$ cat config.mk
export PLATFORM = sky130hd
export DESIGN_NAME = dmx_dual_decoder
export DESIGN_NICKNAME = d
export VERILOG_FILES = /design/src/rtl/dmx_pkg.sv /design/src/rtl/dmx_section.sv /design/src/rtl/dmx_route.sv /design/src/rtl/dmx_fngen.sv /design/src/rtl/dmx_dual_decoder.sv
export SDC_FILE = /design/constraint.sdc
export NUM_CORES = 1
export LEC_CHECK = 0
export BUFFER_PORTS_ARGS = -buffer_cell sky130_fd_sc_hd__buf_4
export CORE_AREA = 2 2 39 41
export DETAILED_ROUTE_END_ITERATION = 6
export DIE_AREA = 0 0 41 43
export MAX_ROUTING_LAYER = met4
export SLEW_MARGIN = 20
export SYNTH_ARGS = -nofsm -noshare
export SYNTH_HDL_FRONTEND = slang
export SYNTH_SLANG_ARGS = --single-unit
$ cat constraint.sdc
create_clock -name vclk -period 1.2
set_clock_uncertainty 0.15 [all_clocks]
set_input_delay 0.3 -clock vclk [all_inputs]
set_output_delay 0.3 -clock vclk [all_outputs]
set_load 0.02 [all_outputs]
$ cat src/rtl/dmx_pkg.sv
package dmx_pkg;
    localparam int SEL_W = 2;
    localparam int LANES = 1 << SEL_W;
    localparam int TOTAL = 2 * LANES;
    localparam int CODE_W = SEL_W + 1;

    // minterm picks for the two function outputs
    localparam int F1_MA = 7;
    localparam int F1_MB = 0;
    localparam int F2_MA = 6;
    localparam int F2_MB = 4;

    typedef enum logic {
        MODE_DUAL = 1'b0,
        MODE_WIDE = 1'b1
    } mode_e;

    typedef struct packed {
        logic data;
        logic stb_n;
    } sec_ctl_t;

    typedef logic [SEL_W-1:0] sel_t;
    typedef logic [LANES-1:0] lanes_t;

    function automatic logic nand2(input logic a, input logic b);
        return ~(a & b);
    endfunction
endpackage

$ cat src/rtl/dmx_section.sv
module dmx_section
    import dmx_pkg::*;
#(
    parameter bit DATA_ACT_HIGH = 1'b1
) (
    input  sec_ctl_t ctl,
    input  sel_t     sel,
    output lanes_t   y_n
);
    logic en;

    always_comb begin
        en = ~ctl.stb_n & (ctl.data == DATA_ACT_HIGH);
    end

    for (genvar i = 0; i < LANES; i++) begin : g_lane
        assign y_n[i] = ~(en & (sel == sel_t'(i)));
    end

    always_comb begin
        // strobe high leaves every lane high
        assert_stb_block_R2: assert (!ctl.stb_n || y_n == '1)
            else $error("section strobe did not block outputs");
        // data line at its inactive level leaves every lane high (R4 for lower section)
        assert_data_gate_R3: assert (ctl.data == DATA_ACT_HIGH || y_n == '1)
            else $error("section data gate failed");
        assert_one_low_R10: assert ($countones(~y_n) <= 1)
            else $error("more than one lane low in section");
    end
endmodule

$ cat src/rtl/dmx_route.sv
module dmx_route
    import dmx_pkg::*;
(
    input  mode_e    mode,
    input  sec_ctl_t up_pins,
    input  sec_ctl_t lo_pins,
    input  logic     wide_c,
    input  logic     wide_g_n,
    output sec_ctl_t up_ctl,
    output sec_ctl_t lo_ctl
);
    sec_ctl_t tied;

    always_comb begin
        tied.data  = wide_c;
        tied.stb_n = wide_g_n;
        if (mode == MODE_WIDE) begin
            up_ctl = tied;
            lo_ctl = tied;
        end else begin
            up_ctl = up_pins;
            lo_ctl = lo_pins;
        end
    end

    always_comb begin
        assert_tied_R8: assert (mode != MODE_WIDE || up_ctl == lo_ctl)
            else $error("wide mode sections not tied");
    end
endmodule

$ cat src/rtl/dmx_fngen.sv
module dmx_fngen
    import dmx_pkg::*;
(
    input  logic [TOTAL-1:0] y_n,
    output logic             fn1,
    output logic             fn2
);
    always_comb begin
        fn1 = nand2(y_n[F1_MA], y_n[F1_MB]);
        fn2 = nand2(y_n[F2_MA], y_n[F2_MB]);
    end
endmodule

$ cat src/rtl/dmx_dual_decoder.sv
module dmx_dual_decoder
    import dmx_pkg::*;
(
    input  logic       cfg_wide,
    input  logic [1:0] sel,
    input  logic       up_data,
    input  logic       up_stb_n,
    input  logic       lo_data,
    input  logic       lo_stb_n,
    input  logic       wide_c,
    input  logic       wide_g_n,
    output logic [7:0] y_n,
    output logic       fn1,
    output logic       fn2
);
    mode_e    mode;
    sec_ctl_t up_pins, lo_pins, up_ctl, lo_ctl;
    lanes_t   up_y_n, lo_y_n;
    logic [CODE_W-1:0] code;

    always_comb begin
        mode           = mode_e'(cfg_wide);
        up_pins.data   = up_data;
        up_pins.stb_n  = up_stb_n;
        lo_pins.data   = lo_data;
        lo_pins.stb_n  = lo_stb_n;
        code           = {wide_c, sel};
    end

    dmx_route u_route (
        .mode     (mode),
        .up_pins  (up_pins),
        .lo_pins  (lo_pins),
        .wide_c   (wide_c),
        .wide_g_n (wide_g_n),
        .up_ctl   (up_ctl),
        .lo_ctl   (lo_ctl)
    );

    dmx_section #(.DATA_ACT_HIGH(1'b1)) u_up (
        .ctl (up_ctl),
        .sel (sel),
        .y_n (up_y_n)
    );

    dmx_section #(.DATA_ACT_HIGH(1'b0)) u_lo (
        .ctl (lo_ctl),
        .sel (sel),
        .y_n (lo_y_n)
    );

    assign y_n = {up_y_n, lo_y_n};

    dmx_fngen u_fn (
        .y_n (y_n),
        .fn1 (fn1),
        .fn2 (fn2)
    );

    always_comb begin
        assert_wide_single_R10: assert (!cfg_wide || $countones(~y_n) <= 1)
            else $error("wide mode has several outputs low");
        assert_wide_block_R7: assert (!(cfg_wide && wide_g_n) || y_n == 8'hFF)
            else $error("wide strobe did not block");
        assert_wide_pick_R6: assert (!(cfg_wide && !wide_g_n) || !y_n[code])
            else $error("addressed wide output not low");
        assert_fn1_R9: assert (!(cfg_wide && !wide_g_n) || fn1 == (code == 3'd7 || code == 3'd0))
            else $error("fn1 wrong minterms");
    end
endmodule

==> reports/results.tsv <==
metric	value	unit
fin_ws	-0.403	ns
antenna_cells	0	
synth_cell_types	13	
finalCriticalPeriod	1.60	ns
crit_family	compound AO/OA/AOI/OAI gates	
worst_pin_slew	0.352	ns
netlist_instances	16	
rows	14	
avgSynthCellArea	7.82	um^2
viasPerCell	3.89	
critPathKind	primary input to output pin	
grt_pass1_wl	690	um
hold-worst-slack	0.766	ns
final_cell_mix	12 x buf_4, 12 x buf_6, 2 x nand2b_1, 2 x nand2_2	
slowest_stage	a21bo_4	
critPathLaunch	cfg_wide	
setup_viol	10	
grt_max_degree	7	
nClkBuffers	0	
drive_gt1_share	82.9	%
nNetsFinal	52	
yosys_warnings	0	
p_leak	0.000179	uW
antenna_found_initial	0	
dr.pass1.iters	1	
drc	0	
wl_per_cell	8.81	um
ir_drop	0.0000565	V
path_cells	buf_8, and3b_4, o211ai_4, a21bo_4, buf_6	
start_util	9.04	%
status	finished with violations	
die-area	1760	um^2
final-seq-area	0	um^2
yosysSeqAreaShare	0	%
antenna_left	0	
failed_checks	negative setup slack	
hold_path_class	primary input to output pin	
rsz0062_at_grt	true	
hold_violations	0	
path_max_fanout	4	
crit_cells	5	
core_area	1380	um^2
io_buffers	19	
seq_cell_count	0	
ctsHoldBuffers	0	
startpoint_type	primary input	
slew_violations	0	
hold_depth	3	
fill_cells	158	
vias	222	
final_cells	57	
synth_nets	25	
cp-end-kind	output pin	
endpoint	fn1	
cap_violations	0	
chipHeight	43	um
io_pins	19	
drt-total-wl	502	um
synth_top_area_share	13.0	%
hpwlAfterDp	444	um
path_buf_inv	2	
cpPeakStageDelay	0.24	ns
die_x	41	um
fmax	624	MHz
p_per_area	312	nW/um^2
area_growth	247	%
final.setup.tns	-3.39	ns
maxSlewHeadroom	76.5	%
syn_area	125	um^2
place_inst	56	
first_global_vias	173	
gp_congestion	0.535	
utilization	31.4	%
grt_use_total	5.44	%
multiInputGateArea	174	um^2
synthTopCellsByArea	o32ai_2 13%, and3b_4 10%, nand2b_1 10%	
drt-initial-drc-count	0	
synth_top_area_cell	o32ai_2	
crit_required	0.75	ns
grt-ovfl-total	0	
crit_arrival	1.15	ns
fin_crit_sh	134	%
-- cells in the mapped netlist, drive strengths merged --
cell type	count
nand2	3
o21ba	1
nand3b	1
nor3b	1
o211ai	1
nor2b	1
and3b	1
nor2	1
o32ai	1
nand3	1
nand2b	2
o21ai	1
a21bo	1
-- through the flow --
step / cell area (um^2) / total power [uW] / worst slack (ns)
final: 434 / 135 / -0.403
after global routing: 434 / 143 / -0.431
after CTS: 419 / 134 / -0.406
after detailed placement: 362 / 117 / -0.509
after global placement: 362 / 116 / -0.503
after floorplan: 161 / 49.6 / -0.257
-- per-layer routing --
| metal | track usage (%) | vias to the layer above | routed length (um) |
|---|---|---|---|
| met1 | 6.37 | 102 | 177 |
| li1 | - | 111 | - |
| met2 | 10.3 | 9 | 279 |
| met5 | - | - | 0 |
| met3 | 0 | 0 | 45 |
| met4 | 0 | 0 | 0 |
-- cell type report --
cell class | count | share of cell area, %
well taps | 16 | 4.61
repair buffers | 25 | 55.3
multi-input cells | 16 | 40.1
-- cells by family after synthesis --
family,count (synthesis),synth area share (%)
AO/OA/AOI/OAI,5,43.0
AND/OR/NAND/NOR,11,57.0
-- repair_timing --
item                       CTS  global route
setup buffers                0             1
resized for setup           14             2
pin swaps                    4             1
setup endpoints to repair   10            10
-- report_power, final --
group          internal (uW)  switching, uW
combinational           79.2           56.2
clock                      0              0
sequential                 0              0
-- worst min-delay path by stage --
stage,startpoint,to,slack [ns]
floorplan,sel[0],y_n[7],0.53
global placement,sel[1],y_n[3],0.77
detailed placement,sel[1],y_n[3],0.78
CTS,sel[1],y_n[3],0.77
global route,sel[1],y_n[3],0.77
finish,sel[1],y_n[3],0.77
No activity file was read; power rests on OpenSTA's default activity.
